## config.mk

```make
export PLATFORM = sky130hd
export DESIGN_NAME = coin_vend_ctrl
export DESIGN_NICKNAME = d
export VERILOG_FILES = /design/src/rtl/vend_pkg.sv /design/src/rtl/vend_req_decode.sv /design/src/rtl/vend_credit_step.sv /design/src/rtl/vend_credit_scale.sv /design/src/rtl/coin_vend_ctrl.sv
export SDC_FILE = /design/constraint.sdc
export NUM_CORES = 1
export LEC_CHECK = 0
export ABC_AREA = 1
export BUFFER_PORTS_ARGS = -buffer_cell sky130_fd_sc_hd__buf_2
export CAP_MARGIN = 20
export CORE_AREA = 8 8 45 47
export DETAILED_ROUTE_END_ITERATION = 8
export DIE_AREA = 0 0 53 55
export PLACE_DENSITY = 0.54
export SLEW_MARGIN = 10
export SYNTH_ARGS = -nofsm -noshare
export SYNTH_HDL_FRONTEND = slang
export SYNTH_SLANG_ARGS = --single-unit
```

## constraint.sdc

```tcl
create_clock -name clk -period 2.64 [get_ports clk]
set_input_delay 0.264 -clock clk [delete_from_list [all_inputs] [get_ports clk]]
set_output_delay 0.264 -clock clk [all_outputs]
set_load 0.02 [all_outputs]
```

## src/rtl/vend_pkg.sv

```systemverilog
package vend_pkg;

    typedef enum logic [2:0] {
        EV_IDLE   = 3'd0,
        EV_NICKEL = 3'd1,
        EV_DIME   = 3'd2,
        EV_CANDY  = 3'd3,
        EV_SODA   = 3'd4
    } vend_ev_e;

endpackage

```

## src/rtl/vend_req_decode.sv

```systemverilog
module vend_req_decode
    import vend_pkg::*;
(
    input  logic     dime_i,
    input  logic     nickel_i,
    input  logic     candy_i,
    input  logic     soda_i,
    output vend_ev_e ev_o
);
    logic [3:0] strb;

    always_comb begin
        strb = {dime_i, nickel_i, candy_i, soda_i};
        ev_o = EV_IDLE;
        // Only a single strobe is a legal event; anything else is ignored
        if ($onehot(strb)) begin
            if (dime_i)        ev_o = EV_DIME;
            else if (nickel_i) ev_o = EV_NICKEL;
            else if (candy_i)  ev_o = EV_CANDY;
            else               ev_o = EV_SODA;
        end
    end
endmodule

```

## src/rtl/vend_credit_step.sv

```systemverilog
module vend_credit_step
    import vend_pkg::*;
#(
    parameter int unsigned CAP_UNITS    = 3,
    parameter int unsigned NICKEL_UNITS = 1,
    parameter int unsigned DIME_UNITS   = 2,
    parameter int unsigned CANDY_UNITS  = 2,
    parameter int unsigned SODA_UNITS   = 3,
    localparam int unsigned UNIT_W      = $clog2(CAP_UNITS + 1),
    localparam int unsigned SUM_W       = $clog2(CAP_UNITS + NICKEL_UNITS + DIME_UNITS + 1)
) (
    input  logic [UNIT_W-1:0] units_i,
    input  vend_ev_e          ev_i,
    output logic [UNIT_W-1:0] units_o,
    output logic              candy_o,
    output logic              soda_o
);
    typedef struct packed {
        logic [UNIT_W-1:0] units;
        logic              candy;
        logic              soda;
    } step_t;

    step_t             step_d;
    logic [SUM_W-1:0]  add_v;
    logic [SUM_W-1:0]  sum_v;

    always_comb begin
        step_d       = '{units: units_i, candy: 1'b0, soda: 1'b0};
        add_v        = '0;
        unique case (ev_i)
            EV_NICKEL: add_v = SUM_W'(NICKEL_UNITS);
            EV_DIME:   add_v = SUM_W'(DIME_UNITS);
            default:   add_v = '0;
        endcase
        sum_v = SUM_W'(units_i) + add_v;

        unique case (ev_i)
            EV_NICKEL, EV_DIME: begin
                // Coins past the ceiling are absorbed without change
                if (sum_v > SUM_W'(CAP_UNITS)) step_d.units = UNIT_W'(CAP_UNITS);
                else                           step_d.units = UNIT_W'(sum_v);
            end
            EV_CANDY: begin
                if (units_i >= UNIT_W'(CANDY_UNITS)) begin
                    step_d.candy = 1'b1;
                    step_d.units = units_i - UNIT_W'(CANDY_UNITS);
                end
            end
            EV_SODA: begin
                if (units_i >= UNIT_W'(SODA_UNITS)) begin
                    step_d.soda  = 1'b1;
                    step_d.units = units_i - UNIT_W'(SODA_UNITS);
                end
            end
            default: ;
        endcase
    end

    assign units_o = step_d.units;
    assign candy_o = step_d.candy;
    assign soda_o  = step_d.soda;
endmodule

```

## src/rtl/vend_credit_scale.sv

```systemverilog
module vend_credit_scale #(
    parameter int unsigned UNIT_W     = 2,
    parameter int unsigned UNIT_CENTS = 5,
    parameter int unsigned CENT_W     = 4
) (
    input  logic [UNIT_W-1:0] units_i,
    output logic [CENT_W-1:0] cents_o
);
    localparam int unsigned SHIFT = $clog2(UNIT_CENTS);

    generate
        if ((1 << SHIFT) == UNIT_CENTS) begin : g_shift
            assign cents_o = CENT_W'(units_i) << SHIFT;
        end else begin : g_mult
            assign cents_o = CENT_W'(units_i * UNIT_CENTS);
        end
    endgenerate
endmodule

```

## src/rtl/coin_vend_ctrl.sv

```systemverilog
module coin_vend_ctrl
    import vend_pkg::*;
#(
    parameter int unsigned UNIT_CENTS   = 5,
    parameter int unsigned CAP_UNITS    = 3,
    parameter int unsigned NICKEL_UNITS = 1,
    parameter int unsigned DIME_UNITS   = 2,
    parameter int unsigned CANDY_UNITS  = 2,
    parameter int unsigned SODA_UNITS   = 3,
    parameter int unsigned CENT_W       = 4
) (
    input  logic              clk,
    input  logic              rst,
    input  logic              dime_i,
    input  logic              nickel_i,
    input  logic              candy_req_i,
    input  logic              soda_req_i,
    output logic              candy_vend_o,
    output logic              soda_vend_o,
    output logic [CENT_W-1:0] credit_cents_o
);
    localparam int unsigned UNIT_W       = $clog2(CAP_UNITS + 1);
    localparam int unsigned CAP_CENTS    = CAP_UNITS * UNIT_CENTS;
    localparam int unsigned NICKEL_CENTS = NICKEL_UNITS * UNIT_CENTS;
    localparam int unsigned DIME_CENTS   = DIME_UNITS * UNIT_CENTS;
    localparam int unsigned CANDY_CENTS  = CANDY_UNITS * UNIT_CENTS;
    localparam int unsigned SODA_CENTS   = SODA_UNITS * UNIT_CENTS;

    typedef struct packed {
        logic [UNIT_W-1:0] units;
    } state_t;

    state_t            state_d, state_q;
    vend_ev_e          ev;
    logic [UNIT_W-1:0] units_nx;
    logic              candy_nx, soda_nx;

    vend_req_decode u_decode (
        .dime_i   (dime_i),
        .nickel_i (nickel_i),
        .candy_i  (candy_req_i),
        .soda_i   (soda_req_i),
        .ev_o     (ev)
    );

    vend_credit_step #(
        .CAP_UNITS    (CAP_UNITS),
        .NICKEL_UNITS (NICKEL_UNITS),
        .DIME_UNITS   (DIME_UNITS),
        .CANDY_UNITS  (CANDY_UNITS),
        .SODA_UNITS   (SODA_UNITS)
    ) u_step (
        .units_i (state_q.units),
        .ev_i    (ev),
        .units_o (units_nx),
        .candy_o (candy_nx),
        .soda_o  (soda_nx)
    );

    always_comb begin
        state_d       = state_q;
        state_d.units = units_nx;
    end

    always_ff @(posedge clk) begin
        if (rst) state_q <= '0;
        else     state_q <= state_d;
    end

    assign candy_vend_o = candy_nx;
    assign soda_vend_o  = soda_nx;

    vend_credit_scale #(
        .UNIT_W     (UNIT_W),
        .UNIT_CENTS (UNIT_CENTS),
        .CENT_W     (CENT_W)
    ) u_scale (
        .units_i (state_q.units),
        .cents_o (credit_cents_o)
    );

    // ---------------- assertions ----------------
    logic only_n, only_d, only_c, only_s, none_on, multi_on;
    always_comb begin
        none_on  = !(dime_i || nickel_i || candy_req_i || soda_req_i);
        multi_on = $countones({dime_i, nickel_i, candy_req_i, soda_req_i}) > 1;
        only_n   = nickel_i    && !dime_i && !candy_req_i && !soda_req_i;
        only_d   = dime_i      && !nickel_i && !candy_req_i && !soda_req_i;
        only_c   = candy_req_i && !dime_i && !nickel_i && !soda_req_i;
        only_s   = soda_req_i  && !dime_i && !nickel_i && !candy_req_i;
    end

    assert_reset_clear_R1: assert property (@(posedge clk)
        $past(rst) |-> credit_cents_o == '0);

    assert_nickel_add_R2: assert property (@(posedge clk) disable iff (rst)
        only_n |=> (int'(credit_cents_o) ==
            ((int'($past(credit_cents_o)) + NICKEL_CENTS > CAP_CENTS) ? CAP_CENTS
                : int'($past(credit_cents_o)) + NICKEL_CENTS)));

    assert_dime_add_R3: assert property (@(posedge clk) disable iff (rst)
        only_d |=> (int'(credit_cents_o) ==
            ((int'($past(credit_cents_o)) + DIME_CENTS > CAP_CENTS) ? CAP_CENTS
                : int'($past(credit_cents_o)) + DIME_CENTS)));

    assert_candy_sale_R4: assert property (@(posedge clk) disable iff (rst)
        (only_c && int'(credit_cents_o) >= CANDY_CENTS) |-> candy_vend_o);

    assert_candy_debit_R4: assert property (@(posedge clk) disable iff (rst)
        candy_vend_o |=> int'(credit_cents_o) == int'($past(credit_cents_o)) - CANDY_CENTS);

    assert_soda_sale_R5: assert property (@(posedge clk) disable iff (rst)
        (only_s && int'(credit_cents_o) >= SODA_CENTS) |-> soda_vend_o);

    assert_soda_debit_R5: assert property (@(posedge clk) disable iff (rst)
        soda_vend_o |=> int'(credit_cents_o) == int'($past(credit_cents_o)) - SODA_CENTS);

    assert_short_credit_R6: assert property (@(posedge clk) disable iff (rst)
        ((only_c && int'(credit_cents_o) < CANDY_CENTS) ||
         (only_s && int'(credit_cents_o) < SODA_CENTS))
            |-> (!candy_vend_o && !soda_vend_o) ##1 $stable(credit_cents_o));

    assert_idle_hold_R7: assert property (@(posedge clk) disable iff (rst)
        none_on |=> $stable(credit_cents_o));

    assert_no_overflow_R8: assert property (@(posedge clk) disable iff (rst)
        int'(credit_cents_o) <= CAP_CENTS && (int'(credit_cents_o) % UNIT_CENTS) == 0);

    assert_multi_ignored_R9: assert property (@(posedge clk) disable iff (rst)
        multi_on |-> (!candy_vend_o && !soda_vend_o) ##1 $stable(credit_cents_o));

    assert_vend_excl_R10: assert property (@(posedge clk) disable iff (rst)
        $countones({candy_vend_o, soda_vend_o}) <= 1 &&
        (!candy_vend_o || candy_req_i) && (!soda_vend_o || soda_req_i));
endmodule

```

==> impl_metrics.yaml <==
power_and_ir_drop:
  p_leak_nw: 0.293
  p_comb_share_pct: 55.7
  p_int_uw: 148
  clkPwrFrac_pct: 27.0
  power_density_nw_per_um2: 403
  sw_frac_of_total_pct: 38.3
  p_total_uw: 241
  peakVddDrop_mv: 0.261
  p_sw_uw: 92.3
  seqPwrFrac_pct: 17.3
synth:
  syn_inst: 52
  synthTopCellsByArea: "ha_1, dfxtp_1, fa_1, nor2_1, nand2_1"
  synth_mux_area_share_pct: 0
  synthXorXnorAreaFrac_pct: 0
  synth_top_family_by_area: "simple AND/OR/NAND/NOR gates"
  yosysTopAreaCellShare_pct: 19.4
  syn_nets: 66
  synth_fa_ha_area_share_pct: 29.8
  synth_simple_gate_area_share_pct: 38.8
  synth_seq_cells: 2
  seq_area_frac_synth_pct: 10.4
  syn-cell-area_sq_um: 387
  yosys_warnings: 0
  synth_cell_types: 22
  yosysTopAreaCell: "ha_1"
  synth_compound_area_share_pct: 10.4
  synth.avg_cell_area_sq_um: 7.44
timing:
  maxSlewViolCount: 0
  fmax_ghz: 0.390
  relSlewSlack_pct: 79.1
  min_period_ns: 2.56
  clock_skew_ns: 0.00103
  rsz0062_at_grt: "yes"
  period_share_pct: 97.0
  max_slew.worst_pin.slew_ns: 0.313
  tns_ns: 0
  finalHoldViolCount: 0
  setup_viol: 0
routing:
  wirelength_um: 875
  viasPerCell: 4.58
  ant_nets: 0
  drt_iter0_markers: 2
  drc: 0
  wl_per_cell_um: 10.4
  vias: 385
  drt_pass1_iterations: 2
worst_setup_path:
  cp.arrival_ns: 2.67
  critPathKind: "in2reg"
  required_ns: 2.75
  worstPathMaxFanout: 2
  end_kind: "flop"
  r2r_slack_ns: 1.01
  crit_path_start_kind: "primary input"
cts:
  cts_tree: "yes"
  clk_latency_ns: 0.22
  htree_levels: 1
  cts_root_buf: "clkbuf_4"
  cts_buffer_depth: 2
  numCtsBuffers: 3
  path_clk_slew_ns: 0.03
  cts.sinks: 2
floorplan:
  die_h_um: 55
  initial_core_util_pct: 27.9
  die_w_um: 53
  io_pins: 12
  coreArea_sq_um: 1380
  die-area_sq_um: 2920
  fp-row-count: 14
place:
  gp_congestion: 0.701
  place_hpwl_um: 710
  portBuffers: 11
global_routing:
  grt_overflow: 0
  grt.total_usage_pct: 6.18
  grt_first_pass_wirelength_um: 1430
  top_usage_layer: "met2"
  grtUsageMet2_pct: 9.96
  grt_max_degree: 9
  grt_pass1_vias: 350
  antenna_found_initial: 0
  met3_usage_pct: 1.07
  met1_usage_pct: 7.91
cells_and_area:
  drive_gt1_share_pct: 58.8
  multi_input_area_sq_um: 374
  top_register: "state_q"
  top_regs: "state_q x2"
  final_nets: 84
  seq_area_sq_um: 40.0
  final_cell_mix: "nor2_1, buf_2, nand2_1"
  largest_reg_flops: 2
  fill_cells: 150
  syn2layout_area_growth_pct: 54.4
  antenna_cells: 0
min_path:
  hold_class: "in2reg"
run:
  drv_cap: 0
status:
  status: "complete, no violations"
## area by class of cell
cell class / count / area share [%]
Timing Repair Buffer: 15 / 19.1
Sequential cell: 2 / 6.71
Clock buffer: 3 / 3.77
Multi-Input combinational cell: 41 / 62.7
Inverter: 7 / 4.40
Tap cell: 16 / 3.35
## path summary, 6_finish.rpt
path | from | end | cells past startpoint
worst max-delay path | nickel_i | state_q[1]$_SDFFE_PP0P_ | 16
worst min-delay path | rst | state_q[1]$_SDFFE_PP0P_ | 2
worst min register to register | state_q[1]$_SDFFE_PP0P_ | state_q[1]$_SDFFE_PP0P_ | 2
worst max register to register | state_q[0]$_SDFFE_PP0P_ | state_q[1]$_SDFFE_PP0P_ | 7
## through the flow
step	instances	cell area, sq um	hold WS (ns)	setup slack [ns]	util (%)
global placement	81	524	0.445	-0.239	37.9
detailed placement	81	524	0.448	-0.258	37.9
finish	84	597	0.222	0.0790	43.1
global route	84	597	0.228	-0.0233	43.1
floorplan	52	434	0.333	-0.0545	-
CTS	84	547	0.209	0.00516	39.5
## what timing repair did
action	CTS	global route
pin swaps	2	11
setup endpoints to repair	1	1
buffers inserted	0	0
resized for setup	0	14
hold endpoints to repair	0	0
hold buffers	0	0
## Yosys cell counts
master,n
nor2_1,8
nand2_1,7
ha_1,6
inv_1,4
inv_2,3
a21oi_1,2
buf_4,2
dfxtp_1,2
fa_1,2
nand2_2,2
nand3_1,2
nor2_2,2
a21o_1,1
nand3_2,1
nand3b_1,1
nand4_1,1
nor2_4,1
nor3_2,1
nor3b_1,1
o211a_1,1
o211ai_2,1
or2_2,1
## critical path, cell delays in order
cell and delay (ns):
buf_8 0.10, ha_4 0.23, ha_4 0.15, fa_1 0.47, inv_2 0.08, nand2_4 0.05
nor2_4 0.08, nand2_2 0.05, nor2_2 0.11, ha_2 0.18, fa_1 0.40, or2_4 0.24
nand3_2 0.06, nand3_2 0.06, nand2_2 0.07, a21oi_2 0.05
## power groups by stage
stage | sequential [mW] | clock, mW | combinational (mW)
after detailed placement | 0.0420 | 0 | 0.122
final | 0.0416 | 0.0650 | 0.134
after CTS | 0.0416 | 0.0699 | 0.122
after global routing | 0.0430 | 0.0713 | 0.151
after floorplan | 0.0456 | 0 | 0.0874
after global placement | 0.0419 | 0 | 0.121
## cells by family (layout without fill, tap and decap cells)
kind of cell / Yosys count / count (layout)
fa+ha+maj: 8 / 8
simple gates: 28 / 28
flops: 2 / 2
compound gates: 5 / 5
buf+inv: 9 / 25
## layer usage
| layer | routed length (um) | share of wire (%) | up-vias |
|---|---|---|---|
| met3 | 12 | 1.4 | 0 |
| met5 | 0 | 0 | - |
| met2 | 469 | 54 | 1 |
| met4 | 0 | 0 | 0 |
| met1 | 394 | 45 | 180 |
| li1 | - | - | 204 |
Power figures use the tool's default switching activity.
